$ cat src/rtl/wdt_pkg.sv
package wdt_pkg;

    // Register word offsets
    localparam int A_PRE1  = 0;
    localparam int A_PRE2  = 1;
    localparam int A_RSTAT = 2;
    localparam int A_EN    = 3;
    localparam int A_CFG   = 4;

    // Key values for the write gate
    localparam int KEY_FIRST  = 'h80;
    localparam int KEY_SECOND = 'h86;

    // Bit positions inside restart/status register
    localparam int RESTART_BIT = 8;
    localparam int FLAG_BIT    = 9;

    // Interrupt mode that masks the first-stage interrupt
    localparam logic [1:0] IMODE_MASKED = 2'b11;

    typedef enum logic [1:0] {
        GATE_SHUT,
        GATE_HALF,
        GATE_OPEN
    } gate_state_e;

    typedef enum logic {
        STG_FIRST,
        STG_SECOND
    } stage_e;

endpackage

$ cat src/rtl/wdt_key_gate.sv
module wdt_key_gate
    import wdt_pkg::*;
#(
    parameter int ADDR_W = 3,
    parameter int DATA_W = 32
) (
    input  logic              clk,
    input  logic              rst_n,
    input  logic              acc,
    input  logic              wr,
    input  logic [ADDR_W-1:0] addr,
    input  logic [DATA_W-1:0] wdata,
    output logic              wr_ok
);

    typedef struct packed {
        gate_state_e st;
    } gate_regs_t;

    gate_regs_t g_d, g_q;

    logic to_rstat;
    logic guarded;

    always_comb begin
        to_rstat = (addr == ADDR_W'(A_RSTAT));
        guarded  = (addr == ADDR_W'(A_PRE1)) || (addr == ADDR_W'(A_PRE2)) || to_rstat;
        wr_ok    = acc && wr && guarded && (g_q.st == GATE_OPEN);
        g_d      = g_q;
        if (acc) begin
            unique case (g_q.st)
                GATE_SHUT: g_d.st = (wr && to_rstat && wdata == DATA_W'(KEY_FIRST))
                                    ? GATE_HALF : GATE_SHUT;
                GATE_HALF: g_d.st = (wr && to_rstat && wdata == DATA_W'(KEY_SECOND))
                                    ? GATE_OPEN : GATE_SHUT;
                default:   g_d.st = GATE_SHUT;
            endcase
        end
    end

    always_ff @(posedge clk or negedge rst_n) begin
        if (!rst_n) g_q <= '{st: GATE_SHUT};
        else        g_q <= g_d;
    end

    // the gate opens only right after the second key was written
    a_r2_open_after_key: assert property (@(posedge clk) disable iff (!rst_n)
        (g_q.st == GATE_OPEN) |-> $past(acc && wr && to_rstat && wdata == DATA_W'(KEY_SECOND)));

    // an open gate serves one access and shuts
    a_r2_single_use: assert property (@(posedge clk) disable iff (!rst_n)
        (g_q.st == GATE_OPEN && acc) |=> (g_q.st == GATE_SHUT));

endmodule

$ cat src/rtl/wdt_tick_gen.sv
module wdt_tick_gen #(
    parameter int DIV_FAST = 32,
    parameter int DIV_SLOW = 32768
) (
    input  logic clk,
    input  logic rst_n,
    input  logic run,
    input  logic clr,
    input  logic fast,
    output logic tick
);

    localparam int PW = $clog2(DIV_SLOW);

    typedef struct packed {
        logic [PW-1:0] cnt;
    } tick_regs_t;

    tick_regs_t t_d, t_q;
    logic [PW-1:0] last;

    always_comb begin
        last = fast ? PW'(DIV_FAST - 1) : PW'(DIV_SLOW - 1);
        tick = run && !clr && (t_q.cnt >= last);
        t_d  = t_q;
        if (clr || !run)  t_d.cnt = '0;
        else if (tick)    t_d.cnt = '0;
        else              t_d.cnt = t_q.cnt + 1'b1;
    end

    always_ff @(posedge clk or negedge rst_n) begin
        if (!rst_n) t_q <= '{cnt: '0};
        else        t_q <= t_d;
    end

    // ticks are never back to back (both divisors are at least 2)
    a_r4_tick_gap: assert property (@(posedge clk) disable iff (!rst_n)
        tick |=> !tick);

    // no tick while stopped
    a_r9_no_tick_stopped: assert property (@(posedge clk) disable iff (!rst_n)
        !run |-> !tick);

endmodule

$ cat src/rtl/wdt_stage_ctr.sv
module wdt_stage_ctr
    import wdt_pkg::*;
#(
    parameter int CNT_W   = 16,
    parameter int RST_CYC = 8
) (
    input  logic             clk,
    input  logic             rst_n,
    input  logic             run,
    input  logic             start,
    input  logic             restart,
    input  logic             flag_clr,
    input  logic             tick,
    input  logic             irq_en,
    input  logic [CNT_W-1:0] pre1,
    input  logic [CNT_W-1:0] pre2,
    output logic             irq,
    output logic             rst_req,
    output logic             flag
);

    localparam int RW = $clog2(RST_CYC + 1);

    typedef struct packed {
        stage_e           stg;
        logic [CNT_W-1:0] cnt;
        logic             irq;
        logic             flag;
        logic [RW-1:0]    rcnt;
    } ctr_regs_t;

    ctr_regs_t c_d, c_q;
    logic      due;

    always_comb begin
        c_d     = c_q;
        c_d.irq = 1'b0;
        due     = (c_q.cnt <= CNT_W'(1));
        if (c_q.rcnt != '0) c_d.rcnt = c_q.rcnt - 1'b1;
        if (flag_clr)       c_d.flag = 1'b0;
        if (start || restart) begin
            c_d.stg = STG_FIRST;
            c_d.cnt = pre1;
        end else if (run && tick) begin
            if (!due) begin
                c_d.cnt = c_q.cnt - 1'b1;
            end else if (c_q.stg == STG_FIRST) begin
                c_d.irq = irq_en;
                c_d.stg = STG_SECOND;
                c_d.cnt = pre2;
            end else begin
                c_d.flag = 1'b1;
                c_d.rcnt = RW'(RST_CYC);
                c_d.stg  = STG_FIRST;
                c_d.cnt  = pre1;
            end
        end
    end

    always_ff @(posedge clk or negedge rst_n) begin
        if (!rst_n) c_q <= '{stg: STG_FIRST, cnt: '0, irq: 1'b0, flag: 1'b0, rcnt: '0};
        else        c_q <= c_d;
    end

    assign irq     = c_q.irq;
    assign rst_req = (c_q.rcnt != '0);
    assign flag    = c_q.flag;

    // the reset request lasts more than one cycle
    a_r6_rst_width: assert property (@(posedge clk) disable iff (!rst_n)
        $rose(rst_req) |=> rst_req);

    // the reset request starts together with the timeout flag
    a_r6_rst_sets_flag: assert property (@(posedge clk) disable iff (!rst_n)
        $rose(rst_req) |-> flag);

    // the flag only falls on a clear request
    a_r8_flag_sticky: assert property (@(posedge clk) disable iff (!rst_n)
        (flag && !flag_clr) |=> flag);

    // an interrupt pulse needs the interrupt enabled and the counter running
    a_r5_irq_enabled: assert property (@(posedge clk) disable iff (!rst_n)
        irq |-> $past(irq_en && run));

    // the interrupt is a single-cycle pulse
    a_r5_irq_pulse: assert property (@(posedge clk) disable iff (!rst_n)
        irq |=> !irq);

    // a stopped counter raises nothing new
    a_r9_quiet_stopped: assert property (@(posedge clk) disable iff (!rst_n)
        (!run && $past(!run)) |-> (!irq && !$rose(rst_req)));

endmodule

$ cat src/rtl/wdt_dual_stage.sv
module wdt_dual_stage
    import wdt_pkg::*;
#(
    parameter int ADDR_W   = 3,
    parameter int DATA_W   = 32,
    parameter int CNT_W    = 16,
    parameter int DIV_FAST = 32,
    parameter int DIV_SLOW = 32768,
    parameter int RST_CYC  = 8
) (
    input  logic              clk,
    input  logic              rst_n,
    input  logic              bus_sel,
    input  logic              bus_wr,
    input  logic [ADDR_W-1:0] bus_addr,
    input  logic [DATA_W-1:0] bus_wdata,
    output logic [DATA_W-1:0] bus_rdata,
    output logic              irq_o,
    output logic              rst_req_o
);

    typedef struct packed {
        logic [CNT_W-1:0] pre1;
        logic [CNT_W-1:0] pre2;
        logic             en;
        logic             fast;
        logic [1:0]       imode;
    } cfg_regs_t;

    cfg_regs_t r_d, r_q;

    logic wr_ok;
    logic wr_any;
    logic start;
    logic restart;
    logic flag_clr;
    logic tick;
    logic flag;
    logic irq_en;

    wdt_key_gate #(.ADDR_W(ADDR_W), .DATA_W(DATA_W)) u_gate (
        .clk   (clk),
        .rst_n (rst_n),
        .acc   (bus_sel),
        .wr    (bus_wr),
        .addr  (bus_addr),
        .wdata (bus_wdata),
        .wr_ok (wr_ok)
    );

    always_comb begin
        r_d      = r_q;
        wr_any   = bus_sel && bus_wr;
        start    = 1'b0;
        restart  = 1'b0;
        flag_clr = 1'b0;
        if (wr_ok && bus_addr == ADDR_W'(A_PRE1)) r_d.pre1 = bus_wdata[CNT_W-1:0];
        if (wr_ok && bus_addr == ADDR_W'(A_PRE2)) r_d.pre2 = bus_wdata[CNT_W-1:0];
        if (wr_ok && bus_addr == ADDR_W'(A_RSTAT)) begin
            restart  = bus_wdata[RESTART_BIT];
            flag_clr = bus_wdata[FLAG_BIT];
        end
        if (wr_any && bus_addr == ADDR_W'(A_EN)) begin
            r_d.en = bus_wdata[0];
            start  = bus_wdata[0] && !r_q.en;
        end
        if (wr_any && bus_addr == ADDR_W'(A_CFG)) begin
            r_d.fast  = bus_wdata[0];
            r_d.imode = bus_wdata[2:1];
        end
        irq_en = (r_q.imode != IMODE_MASKED);
    end

    always_ff @(posedge clk or negedge rst_n) begin
        if (!rst_n) r_q <= '{pre1: '0, pre2: '0, en: 1'b0, fast: 1'b0, imode: 2'b00};
        else        r_q <= r_d;
    end

    wdt_tick_gen #(.DIV_FAST(DIV_FAST), .DIV_SLOW(DIV_SLOW)) u_tick (
        .clk   (clk),
        .rst_n (rst_n),
        .run   (r_q.en),
        .clr   (start || restart),
        .fast  (r_q.fast),
        .tick  (tick)
    );

    wdt_stage_ctr #(.CNT_W(CNT_W), .RST_CYC(RST_CYC)) u_ctr (
        .clk      (clk),
        .rst_n    (rst_n),
        .run      (r_q.en),
        .start    (start),
        .restart  (restart),
        .flag_clr (flag_clr),
        .tick     (tick),
        .irq_en   (irq_en),
        .pre1     (r_q.pre1),
        .pre2     (r_q.pre2),
        .irq      (irq_o),
        .rst_req  (rst_req_o),
        .flag     (flag)
    );

    always_comb begin
        bus_rdata = '0;
        unique case (bus_addr)
            ADDR_W'(A_PRE1):  bus_rdata[CNT_W-1:0] = r_q.pre1;
            ADDR_W'(A_PRE2):  bus_rdata[CNT_W-1:0] = r_q.pre2;
            ADDR_W'(A_RSTAT): bus_rdata[FLAG_BIT]  = flag;
            ADDR_W'(A_EN):    bus_rdata[0]         = r_q.en;
            ADDR_W'(A_CFG):   bus_rdata[2:0]       = {r_q.imode, r_q.fast};
            default:          bus_rdata            = '0;
        endcase
    end

    // preloads change only through a gated write
    a_r3_pre1_guarded: assert property (@(posedge clk) disable iff (!rst_n)
        !wr_ok |=> $stable(r_q.pre1));

    a_r3_pre2_guarded: assert property (@(posedge clk) disable iff (!rst_n)
        !wr_ok |=> $stable(r_q.pre2));

endmodule

$ cat config.mk
export PLATFORM = sky130hd
export DESIGN_NAME = wdt_dual_stage
export DESIGN_NICKNAME = d
export VERILOG_FILES = /design/src/rtl/wdt_pkg.sv /design/src/rtl/wdt_key_gate.sv /design/src/rtl/wdt_tick_gen.sv /design/src/rtl/wdt_stage_ctr.sv /design/src/rtl/wdt_dual_stage.sv
export SDC_FILE = /design/constraint.sdc
export NUM_CORES = 1
export LEC_CHECK = 0
export ABC_AREA = 1
export BUFFER_PORTS_ARGS = -buffer_cell sky130_fd_sc_hd__buf_4
export CAP_MARGIN = 20
export CELL_PAD_IN_SITES_DETAIL_PLACEMENT = 1
export CELL_PAD_IN_SITES_GLOBAL_PLACEMENT = 1
export CORE_ASPECT_RATIO = 1.5
export CORE_MARGIN = 10
export CORE_UTILIZATION = 40
export CTS_CLUSTER_DIAMETER = 40
export CTS_CLUSTER_SIZE = 14
export DETAILED_ROUTE_END_ITERATION = 7
export PLACE_DENSITY_LB_ADDON = 0.1
export SLEW_MARGIN = 15
export SYNTH_ARGS = -nofsm -noshare
export SYNTH_HDL_FRONTEND = slang
export SYNTH_HIERARCHICAL = 1
export SYNTH_SLANG_ARGS = --single-unit
$ cat constraint.sdc
create_clock -name clk -period 7.6 [get_ports clk]
set_input_delay 0.38 -clock clk [delete_from_list [all_inputs] [get_ports clk]]
set_output_delay 0.38 -clock clk [all_outputs]
set_load 0.005 [all_outputs]
Word-level counts from Yosys, hierarchy flattened:

Cells that the tools add are included.

* bits in registers: 76
* input port bits: 39
* output and inout bits: 34
* word-level logic and storage cells: 78

* add/subtract/negate cells: 3
* order comparisons: 2
* eq/ne operators: 9
* mux-type cells: 25
* reduce and logical (&&, ||, !) cells: 27

Operator list (number)
* $eq 32x8->1 const B: 2
* $mux 15: 3
* $mux 17: 2
* $pmux 6 s2: 2
* $mux 23: 1
* $le 16x1->1 const B: 1
* $mux 16: 1
* $sub 16x1->16 const B: 1
* $add 15x1->15 const B: 1
* $ge 15x15->1: 1
* $logic_and 1x1->1: 15
* $mux 6: 2
* $mux 1: 7
* $eq 3x2->1 const B: 2
* $pmux 2 s3: 1
* $mux 5: 1
* $logic_or 1x1->1: 4
* $mux 4: 1
* $pmux 1 s4: 1
* $pmux 2 s2: 1
* $reduce_bool 2->1: 2
* $reduce_bool 4->1: 1
* $sub 4x1->4 const B: 1
* $eq 3x1->1 const B: 1
* 10 further kinds: 11

Logic depth before layout (Yosys ltp):

Gate-level depths: netlist (run 1).

* word-level depth: 14
* depth in mapped cells: 17
* mapped depth without buffers: 17

Cells and area by module:

Netlist (run 1), hierarchy kept.

Modules (own cells, without submodules)
* wdt_stage_ctr: instances 1, cells an instance 321, area an instance 2029.4 um^2
* wdt_dual_stage: instances 1, cells an instance 238, area an instance 1990.7 um^2
* wdt_tick_gen: instances 1, cells an instance 158, area an instance 1211.2 um^2
* wdt_key_gate: instances 1, cells an instance 69, area an instance 335.3 um^2

Worst setup path after synthesis (run 1):

No wires, ideal clock.

* kind: register -> register
* start point: register u_gate/g_q[0] in the netlist's numbering
* end point: register u_ctr/c_q[22] in the netlist's numbering
* library setup time: 0.119 ns
* data arrival time: 2.778 ns
* setup slack: 4.702 ns
* stages on the path, launching flop included: 16
* buffers on the path: 1
* clock period less this slack: 2.898 ns
* cells stage by stage: dfrtp_1 > inv_1 > nand2_1 > a211oi_1 > nand4_1 > o21ai_0 > nor2_8 > inv_1 > nor2_1 > nand2_1 > inv_1 > nand2_1 > clkinv_1 > buf_4 > nand3_1 > nand2_1

* word-level cells in the longest chain between the ends: 11
* elaborated cells on any way between the ends: 13

RTL lines
* from (decl): line wdt_key_gate.sv:20 `gate_regs_t g_d, g_q;`
* from (signal assigned): line wdt_key_gate.sv:42 `if (!rst_n) g_q <= '{st: GATE_SHUT};`
* from (signal assigned): line wdt_key_gate.sv:43 `else g_q <= g_d;`
* $eq 2x2->1: line wdt_key_gate.sv:28 `wr_ok = acc && wr && guarded && (g_q.st == GATE_OPEN);`
* $logic_and 1x1->1: line wdt_key_gate.sv:28
* via wr_ok: line wdt_dual_stage.sv:32 `logic wr_ok;`
* $logic_and 1x1->1: line wdt_dual_stage.sv:59 `if (wr_ok && bus_addr == ADDR_W'(A_RSTAT)) begin`
* $mux 1: line wdt_dual_stage.sv:59
* $logic_or 1x1->1: line wdt_dual_stage.sv:83 `.clr (start || restart),`
* $logic_not 1->1: line wdt_tick_gen.sv:24 `tick = run && !clr && (t_q.cnt >= last);`
* $logic_and 1x1->1 (2 in series): line wdt_tick_gen.sv:24
* via tick: line wdt_dual_stage.sv:37 `logic tick;`
* $logic_and 1x1->1: line wdt_stage_ctr.sv:44 `end else if (run && tick) begin`
* $reduce_bool 2->1 (no source line)
* $reduce_and 2->1 (no source line)
* to (signal assigned): line wdt_stage_ctr.sv:61 `if (!rst_n) c_q <= '{stg: STG_FIRST, cnt: '0, irq: 1'b0, flag: 1'b0, rcnt: '0};`
* to (decl): line wdt_stage_ctr.sv:32 `ctr_regs_t c_d, c_q;`

The timed path passes the listed nets, and every way through them passes these cells.
A chain may end at the register's enable or synchronous reset.

Final worst setup path (run 1):

* start point: register u_gate/g_q[0] in the netlist's numbering
* end point: register u_ctr/c_q[18] in the netlist's numbering

* word-level cells in the longest chain between the ends: 10
* elaborated cells on any way between the ends: 11

RTL lines (line)
* $eq 2x2->1: wdt_key_gate.sv:28
* $logic_and 1x1->1: wdt_key_gate.sv:28
* via wr_ok: wdt_dual_stage.sv:32
* $logic_and 1x1->1: wdt_dual_stage.sv:59
* $mux 1: wdt_dual_stage.sv:59
* $logic_or 1x1->1: wdt_dual_stage.sv:83
* $logic_not 1->1: wdt_tick_gen.sv:24
* $logic_and 1x1->1 (2 in series): wdt_tick_gen.sv:24
* via tick: wdt_dual_stage.sv:37
* $logic_and 1x1->1: wdt_stage_ctr.sv:44
* $reduce_bool 2->1 (no source line)

The timed path passes the listed nets, and every way through them passes these cells.

==> results.json, run 1 <==
{
  "outcome": "finished with violations",
  "violations": "hold timing",
  "antenna_cells": 0,
  "drt-vias-per-instance": 5.04,
  "p_clk_share_pct": 40.1,
  "grt_max_degree": 77,
  "ant_nets": 0,
  "whs_ns": -0.000932,
  "dp_cells": 983,
  "drt_iter0_drc": 196,
  "crit_top_cell": "nand2_1",
  "final_nets": 886,
  "yosys_register_bits": 76,
  "synthArstFlopShare_pct": 100,
  "relSlewSlack_pct": 38.7,
  "p_leak_nw": 3.27,
  "grt_pass1_vias": 5624,
  "period_minus_slack_ns": 3.64,
  "grt_usage_pct": 17.7,
  "crit_fanout": 17,
  "row_count": 52,
  "vias": 5035,
  "path_clk_slew_ns": 0.06,
  "routed_wl_um": 16200,
  "syn_inst": 786,
  "fin_skew_ns": 0.0114,
  "power.internal_mw": 0.761,
  "p_seq_share_pct": 41.2,
  "globalplace.congestion": 0.838,
  "endpoint_kind": "flip-flop",
  "finalMaxSlewViolations": 0,
  "yosysSeqAreaShare_pct": 34.2,
  "place_area_mm2": 0.00596,
  "crit_slowest_cell": "a211oi_1",
  "start_util_pct": 40.9,
  "dr.pass1.iters": 4,
  "total_power_mw": 1.10,
  "setup_viol": 0,
  "hold_buffers": 0,
  "design.die.area_mm2": 0.0191,
  "grt.overflow.total": 0,
  "synth_cell_types": 37,
  "cts.sinks": 76,
  "regArea_mm2": 0.00190,
  "grt_pass1_wl_um": 27300,
  "p_per_area_mw_per_mm2": 175,
  "avgSynthCellArea_um2": 7.08,
  "switching_power_mw": 0.342,
  "post_cts_resized": 0,
  "fillCellCount": 1792,
  "netlist_area_mm2": 0.00557,
  "cts_tree": "built",
  "design_area_mm2": 0.00628,
  "hp-class": "input pin to asynchronous set/reset pin",
  "synth_edf_count": 0,
  "setup_tns_ns": 0,
  "cts.path.max_buffers": 2,
  "worstSetupStartpointType": "flip-flop",
  "combPwrFrac_pct": 18.8,
  "post_route_cells_drive_above_1_share_pct": 19.9,
  "rsz0062_at_grt": "false",
  "fmax_mhz": 275,
  "routedWlPerCell_um": 16.2,
  "port_buffers": 56,
  "multi_input_area_mm2": 0.00295,
  "clk_latency_ns": 0.34,
  "post-cts-setup-buffer-count": 0,
  "ioPinCount": 73,
  "ctsRootBufferMaster": "clkbuf_16",
  "place_hpwl_um": 12700,
  "htreeDepth": 3,
  "synthFlopType": "dfrtp_1",
  "antenna_found_initial": 0,
  "crit_chain": "inv_1, nand2_1, a211oi_1, nand4_1, o21ai_0, nor2_8, inv_1, nor2_1, nand2_1, inv_1, nand2_1, clkinv_1, nand2_1, inv_1, nand2_1, nand2_1",
  "cp.required_ns": 7.83,
  "cts_buffers": 9,
  "tightestPinTransition_ns": 0.920,
  "hold_viol": 2,
  "area_growth_syn_to_layout_pct": 12.9,
  "min_period_over_period_pct": 47.9,
  "crit_arrival_ns": 3.87,
  "die_h_um": 164,
  "switching_share_pct": 31.0,
  "die_w_um": 116,
  "crit_path_max_incr_delay_ns": 0.63,
  "yosys_warnings": 6,
  "core_area_mm2": 0.0136,
  "drv_cap": 0,
  "stdcell_count": 1000,
  "drc": 0,
  "crit_type": "flip-flop to flip-flop",
  "rrSetupSlack_ns": 3.96,
  "peakVddDrop_mv": 0.0894
}
## Yosys cell counts, types with 13 or more instances
cell type,count,area share [%]
ha_1,14,3.1
dfrtp_1,76,34
nand3_1,66,5.9
nor2_1,58,3.9
nand2_2,13,1.5
buf_4,21,2.8
o21ai_1,13,1.2
o21ai_2,23,3.6
nand2_1,234,16
o21ai_0,27,2.4
inv_1,121,8.2
nor2_2,17,1.9
## placed cells by master (no fill, tap or decap), drive strengths merged
cell type and n:
a21boi 1, nor2 88, nand4 7, o21ai 63, and2 3, o21bai 2, xor2 4, or2 2
dfrtp 76, nand3 76, nor3 10, bufinv 1, inv 129, nand2 250, buf 57, clkbuf 11
o22ai 11, ha 14, clkinvlp 3, conb 16, nand3b 1, a21oi 6, clkinv 2, xnor2 4
a211oi 1
## routing by layer
| layer | vias to the layer above | GRT usage, % | part of all wire (%) |
|---|---|---|---|
| met2 | 62 | 33.1 | 54 |
| met1 | 2453 | 19.2 | 40 |
| met5 | - | 0 | 0 |
| met3 | 21 | 3.20 | 3.1 |
| li1 | 2499 | - | - |
| met4 | 0 | 6.56 | 2.2 |
## cell type report
cell class                      count  share of cell area [%]
Tap cell                          162                    3.23
Inverter                          130                    7.76
Multi-Input combinational cell    559                    46.9
Clock buffer                       11                    3.86
Timing Repair Buffer               57                    7.01
Sequential cell                    76                    30.3
Clock inverter                      5                   0.976
## metrics by stage
stage,utilization (%),worst slack [ns]
floorplan,-,4.70
global route,46.2,3.58
detailed placement,43.8,3.84
CTS,46.1,3.94
finish,46.2,3.96
global placement,43.8,3.94
## logic make-up after synthesis
family	after synthesis	synth area share, %
AO/OA/AOI/OAI	84	9.53
XOR/XNOR	8	1.26
adder cells (fa/ha/maj)	14	3.15
buffers and inverters	166	13.9
flip-flops	76	34.2
other	1	0.0674
AND/OR/NAND/NOR	437	37.9
## power groups by stage
| stage | clock, mW | combinational, mW | sequential, mW |
|---|---|---|---|
| floorplan | 0 | 0.151 | 0.452 |
| global placement | 0 | 0.199 | 0.460 |
| detailed placement | 0 | 0.208 | 0.462 |
| CTS | 0.451 | 0.209 | 0.454 |
| global route | 0.469 | 0.236 | 0.456 |
| finish | 0.442 | 0.207 | 0.454 |
## flip-flops by register name (all words and copies together), names as in the netlist
name,flops
r_q,36
u_ctr/c_q,21
u_ctr/flag,1
u_ctr/irq,1
u_gate/g_q,2
u_tick/t_q,15
## final timing paths
check | depth (start not counted) | end | from
min | 1 | r_q[25] | rst_n
min reg2reg | 2 | r_q[17] | r_q[17]
max reg2reg | 16 | u_ctr/c_q[18] | u_gate/g_q[0]
min in group clk | 3 | r_q[0] | bus_wdata[1]
max in group asynchronous | 2 | r_q[4] | rst_n
max | 16 | u_ctr/c_q[18] | u_gate/g_q[0]
## worst max-delay path: cells and delay by family (launching register included)
family / cells / cell delay, ns
compound gates: 2 / 1.15
buf+inv: 5 / 0.87
flops: 1 / 0.40
simple gates: 9 / 1.11
Note: power is estimated with default switching activity, not from simulation.
==> inputs of run 2 (changes only) <==
CORE_UTILIZATION = 38   (was 40)
clock period = 3.21 ns   (was 7.6 ns; I/O delays follow)
==> results.json, run 2 (synthesis gave the netlist of run 1 again) <==
{
  "outcome": "finished, final reports clean",
  "endpoint_kind": "flip-flop",
  "design_area_mm2": 0.00641,
  "htreeDepth": 3,
  "drt-vias-per-instance": 4.88,
  "wl_met1_um": 6640,
  "grt_usage_pct": 17.0,
  "dr.pass1.iters": 4,
  "grt_max_degree": 77,
  "hp-class": "input pin to flip-flop",
  "cts.sinks": 76,
  "vias": 5063,
  "globalplace.congestion": 0.844,
  "place_area_mm2": 0.00603,
  "antenna_cells": 0,
  "met3WireLength_um": 563,
  "min_period_over_period_pct": 87.4,
  "largest_register_ffs": 36,
  "setup_viol": 0,
  "fmax_mhz": 356,
  "design.die.area_mm2": 0.0200,
  "core_area_mm2": 0.0145,
  "cts.path.max_buffers": 2,
  "routedWlPerCell_um": 16.0,
  "area_growth_syn_to_layout_pct": 15.1,
  "mostFrequentLayoutCell": "nand2_1",
  "routed_wl_um": 16600,
  "drt_iter0_drc": 154,
  "ant_nets": 0,
  "row_count": 54,
  "top_layer": "met4",
  "grt_pass1_wl_um": 27900,
  "drv_cap": 0,
  "antenna_found_initial": 0,
  "cp.required_ns": 3.45,
  "worstSetupStartpointType": "flip-flop",
  "crit_path_max_incr_delay_ns": 0.40,
  "combPwrFrac_pct": 18.4,
  "top_regs": "r_q (36), u_ctr/c_q (21), u_tick/t_q (15)",
  "cts_tree": "built",
  "dr_wl_met2_um": 9130,
  "dp_cells": 1020,
  "crit_top_cell": "nand2_1",
  "fillCellCount": 1915,
  "path_clk_slew_ns": 0.06,
  "stdcell_count": 1038,
  "final_nets": 890,
  "mostFrequentLayoutCells": "nand2_1, inv_1, dfrtp_1, nand3_1, buf_4",
  "clk_latency_ns": 0.34,
  "p_leak_nw": 3.32,
  "relSlewSlack_pct": 35.1,
  "r2r-start": "u_gate/g_q[0]",
  "ioPinCount": 73,
  "setup_tns_ns": 0,
  "crit_arrival_ns": 3.04,
  "whs_ns": 0.0517,
  "min_from": "bus_wdata[2]",
  "rrSetupSlack_ns": 0.40,
  "drc": 0,
  "power.internal_mw": 1.94,
  "switching_power_mw": 0.820,
  "peakVddDrop_mv": 0.233,
  "start_util_pct": 38.5,
  "p_per_area_mw_per_mm2": 431,
  "cts_buffers": 9,
  "crit_chain": "inv_1, nand2_1, a211oi_1, nand4_1, o21ai_0, buf_4, nor2_8, inv_1, nor2_1, nand2_1, inv_1, nand2_1, clkinvlp_4, nand2_1, inv_1, nand2_1, nand2_1",
  "grt.overflow.total": 0,
  "post_route_cells_drive_above_1_share_pct": 20.3,
  "ctsRootBufferMaster": "clkbuf_16",
  "startpoint": "u_gate/g_q[0]",
  "p_seq_share_pct": 38.9,
  "crit_type": "flip-flop to flip-flop",
  "crit_slowest_cell": "dfrtp_1",
  "die_w_um": 119,
  "largest-register": "r_q",
  "die_h_um": 168,
  "crit_fanout": 17,
  "finalMaxSlewViolations": 0,
  "period_minus_slack_ns": 2.81,
  "fin_skew_ns": 0.00870,
  "switching_share_pct": 29.7,
  "p_clk_share_pct": 42.7,
  "rsz0062_at_grt": "false",
  "utilization_pct": 44.3,
  "grt_pass1_vias": 5642,
  "port_buffers": 56,
  "place_hpwl_um": 13100,
  "tightestPinTransition_ns": 0.973,
  "hold_viol": 0
}
[run 2: changes by cell type in the layout (fill, tap and decap cells not counted), sizes merged]
cell	before	now
dlygate4sd3	0	1
clkinvlp	3	1
clkbuf	11	10
clkinv	2	3
buf	57	60
bufinv	1	3
[run 2: cell type report]
cell class	instances	area, um^2	area share, %
multi-input combinational	559	2950	46.0
sequential	76	1900	29.7
inverter	130	492	7.67
timing repair buffer	61	480	7.50
tap	196	245	3.83
clock buffer	10	229	3.57
clock inverter	6	113	1.76
[run 2: metrics by stage]
stage / power [mW] / setup WS [ns]
global route: 2.90 / 0.133
finish: 2.76 / 0.404
CTS: 2.79 / 0.229
global placement: 1.57 / 0.303
floorplan: 1.43 / 0.312
detailed placement: 1.60 / 0.227
[run 2: power groups by stage]
stage                     registers [mW]  clock network (mW)  logic [mW]
after floorplan                     1.07                   0       0.358
after CTS                           1.07                1.21       0.508
final                               1.07                1.18       0.508
after detailed placement            1.09                   0       0.504
after global placement              1.09                   0       0.482
after global routing                1.08                1.25       0.571
[run 2: path summary, 6_finish.rpt]
path | endpoint | depth (start not counted)
setup / recovery | u_ctr/c_q[17] | 17
hold / removal | r_q[1] | 3
setup reg to reg | u_ctr/c_q[17] | 17
hold reg to reg | r_q[28] | 2
max in group asynchronous | r_q[5] | 3
min in group asynchronous | u_ctr/c_q[13] | 2
[run 2: worst max-delay path: cells and delay by family (launching register included)]
family                 cells  cell delay, ns
AND/OR/NAND/NOR            9            0.94
buffers and inverters      6            0.90
AO/OA/AOI/OAI              2            0.48
flip-flops                 1            0.40
[run 2: metal layers]
metal / vias to the layer above / global-route usage [%]
met5: - / 0
met4: 0 / 5.86
met3: 21 / 3.15
met2: 66 / 32.7
met1: 2457 / 17.8
li1: 2519 / -
[run 2: what timing repair did]
action                     4_1_cts  5_1_grt
gates resized for setup          0        1
hold buffers                     0        1
setup endpoints to repair        0        8
setup buffers                    0        0
hold endpoints to repair         0       23
==> inputs of run 3 (changes only) <==
ABC_AREA = not set   (was 1)
BUFFER_PORTS_ARGS = -buffer_cell sky130_fd_sc_hd__buf_2   (was -buffer_cell sky130_fd_sc_hd__buf_4)
CORE_UTILIZATION = 40   (was 38)
==> results.json, run 3 <==
{
  "outcome": "finished, final reports clean",
  "antenna_found_initial": 0,
  "crit_fanout": 12,
  "netlist_top_cells_area": "dfrtp_1, mux2_2, mux2_4, mux2i_1, ha_1",
  "globalplace.congestion": 0.813,
  "yosys_warnings": 6,
  "fmax_mhz": 351,
  "min_to": "r_q[30]",
  "cts_tree": "built",
  "ctsRootBufferMaster": "clkbuf_16",
  "synth_simple_gate_area_share_pct": 20.0,
  "min_period_over_period_pct": 88.7,
  "min_path_cells": 2,
  "synth_edf_count": 0,
  "cts.path.max_buffers": 2,
  "setup_viol": 0,
  "drv_cap": 0,
  "synth_adder_area_share_pct": 3.56,
  "post_route_cells_drive_above_1_share_pct": 29.3,
  "synth_top_area_share_pct": 38.7,
  "synthArstFlopShare_pct": 100,
  "top_regs": "r_q (36), u_ctr/c_q (21), u_tick/t_q (15)",
  "routed_wl_um": 14700,
  "die_w_um": 111,
  "vias": 3856,
  "htreeDepth": 3,
  "drc": 0,
  "avgSynthCellArea_um2": 10.5,
  "hold_viol": 0,
  "ant_nets": 0,
  "r2r-start": "r_q[2]",
  "port_buffers": 56,
  "cts.sinks": 76,
  "p_per_area_mw_per_mm2": 457,
  "post-synth-top-count-cell": "dfrtp_1",
  "synth_top_family_by_area": "simple AND/OR/NAND/NOR gates",
  "grt_max_degree": 77,
  "crit_chain": "ha_1, and4_1, o2111ai_1, o21ai_0, o21a_1, nand2_1, nor2_1, o21ai_1, o21ai_1",
  "routedWlPerCell_um": 21.6,
  "synth.mux.area_fraction_pct": 16.4,
  "synth_compound_area_share_pct": 10.1,
  "drt-vias-per-instance": 5.65,
  "design.die.area_mm2": 0.0172,
  "setup_tns_ns": 0,
  "cpLargestDelayFamily": "simple AND/OR/NAND/NOR gates",
  "dr.pass1.iters": 6,
  "setup_ws_ns": 0.362,
  "drt_iter0_drc": 101,
  "grt_usage_pct": 17.2,
  "place_area_mm2": 0.00526,
  "rsz0062_at_grt": "false",
  "min_from": "bus_wdata[10]",
  "hp-class": "input pin to flip-flop",
  "core_area_mm2": 0.0120,
  "endpoint_kind": "flip-flop",
  "synthFlopType": "dfrtp_1",
  "period_minus_slack_ns": 2.85,
  "crit_top_cell": "o21ai_1",
  "peakVddDrop_mv": 0.245,
  "crit_arrival_ns": 3.11,
  "crit_path_max_incr_delay_ns": 0.68,
  "worstSetupStartpointType": "flip-flop",
  "netlist_area_mm2": 0.00492,
  "ioPinCount": 73,
  "largest_register_ffs": 36,
  "row_count": 49,
  "largest-register": "r_q",
  "r2r_cells": 9,
  "area_growth_syn_to_layout_pct": 13.8,
  "tightestPinTransition_ns": 0.942,
  "synth_xor_area_share_pct": 4.81,
  "synth_cell_types": 64,
  "clk_latency_ns": 0.34,
  "synth_common_cells": "dfrtp_1, nor2_1, mux2_2",
  "design_area_mm2": 0.00560,
  "path_buf_inv": 0,
  "mostFrequentLayoutCell": "dfrtp_1",
  "grt_pass1_wl_um": 24000,
  "p_leak_nw": 2.62,
  "cts_buffers": 9,
  "cp.required_ns": 3.47,
  "r2r-end": "u_ctr/c_q[11]",
  "grt_pass1_vias": 4231,
  "crit_type": "flip-flop to flip-flop",
  "regArea_mm2": 0.00190,
  "rrSetupSlack_ns": 0.36,
  "preCtsSetupSlack_ns": 0.331,
  "yosys_register_bits": 76,
  "mostFrequentLayoutCells": "dfrtp_1, buf_2, nor2_1, mux2_2",
  "fillCellCount": 1395,
  "post_cts_resized": 0,
  "relSlewSlack_pct": 37.2,
  "syn_inst": 466,
  "start_util_pct": 40.9,
  "finalMaxSlewViolations": 0,
  "multi_input_area_mm2": 0.00276,
  "path_clk_slew_ns": 0.06,
  "place_hpwl_um": 11100,
  "antenna_cells": 0,
  "crit_slowest_cell": "nor2_1",
  "final_nets": 577,
  "whs_ns": 0.0812,
  "yosysSeqAreaShare_pct": 38.7,
  "fin_skew_ns": 0.00614,
  "synth.largest_area_cell": "dfrtp_1",
  "grt.overflow.total": 0,
  "die_h_um": 156
}
==> run 3: power by group <==
part           switching (mW)  total [mW]  internal, mW
clock network           0.406        1.05         0.642
logic                   0.278       0.475         0.197
registers              0.0482        1.04         0.988
==> run 3: logic make-up (layout without fill, tap and decap cells) <==
kind of cell / after synthesis / count (layout)
AO/OA/AOI/OAI: 73 / 73
XOR/XNOR: 27 / 27
adder cells (fa/ha/maj): 14 / 14
buffers and inverters: 45 / 93
flip-flops: 76 / 76
multiplexers: 67 / 67
other: 1 / 16
AND/OR/NAND/NOR: 163 / 163
==> run 3: what timing repair did <==
item / CTS / global route
hold buffers: 0 / 1
hold endpoints to repair: 0 / 41
buffers inserted: 0 / 0
==> run 3: how the worst max path moves through the flow <==
stage                        from       endpoint  slack [ns]  depth (start not counted)
floorplan                  r_q[2]  u_ctr/c_q[10]        0.68                          9
global placement    u_gate/g_q[0]  u_ctr/c_q[11]        0.40                         12
detailed placement         r_q[2]  u_ctr/c_q[11]        0.33                          9
CTS                 u_gate/g_q[0]  u_ctr/c_q[11]        0.30                         12
global route               r_q[2]  u_ctr/c_q[11]        0.13                          9
finish                     r_q[2]  u_ctr/c_q[11]        0.36                          9
==> run 3: layout make-up <==
cell class / count / area share, %
clock buffers: 12 / 4.58
clock inverters: 4 / 0.850
inverters: 8 / 0.537
multi-input cells: 360 / 49.3
flip-flops and latches: 76 / 34.0
well taps: 153 / 3.42
repair buffers: 69 / 7.29
==> run 3: stage by stage <==
stage | total power [mW] | cells | utilization [%]
after floorplan | 1.38 | 481 | -
after global placement | 1.51 | 664 | 43.8
after detailed placement | 1.53 | 664 | 43.8
after CTS | 2.59 | 680 | 46.3
after global routing | 2.69 | 682 | 46.6
final | 2.56 | 682 | 46.6
==> run 3: metal layers <==
layer  GRT usage [%]  wire length [um]
met2            33.0              8320
met1            18.7              5830
met4            6.03               246
met5               0                 0
met3            2.50               335
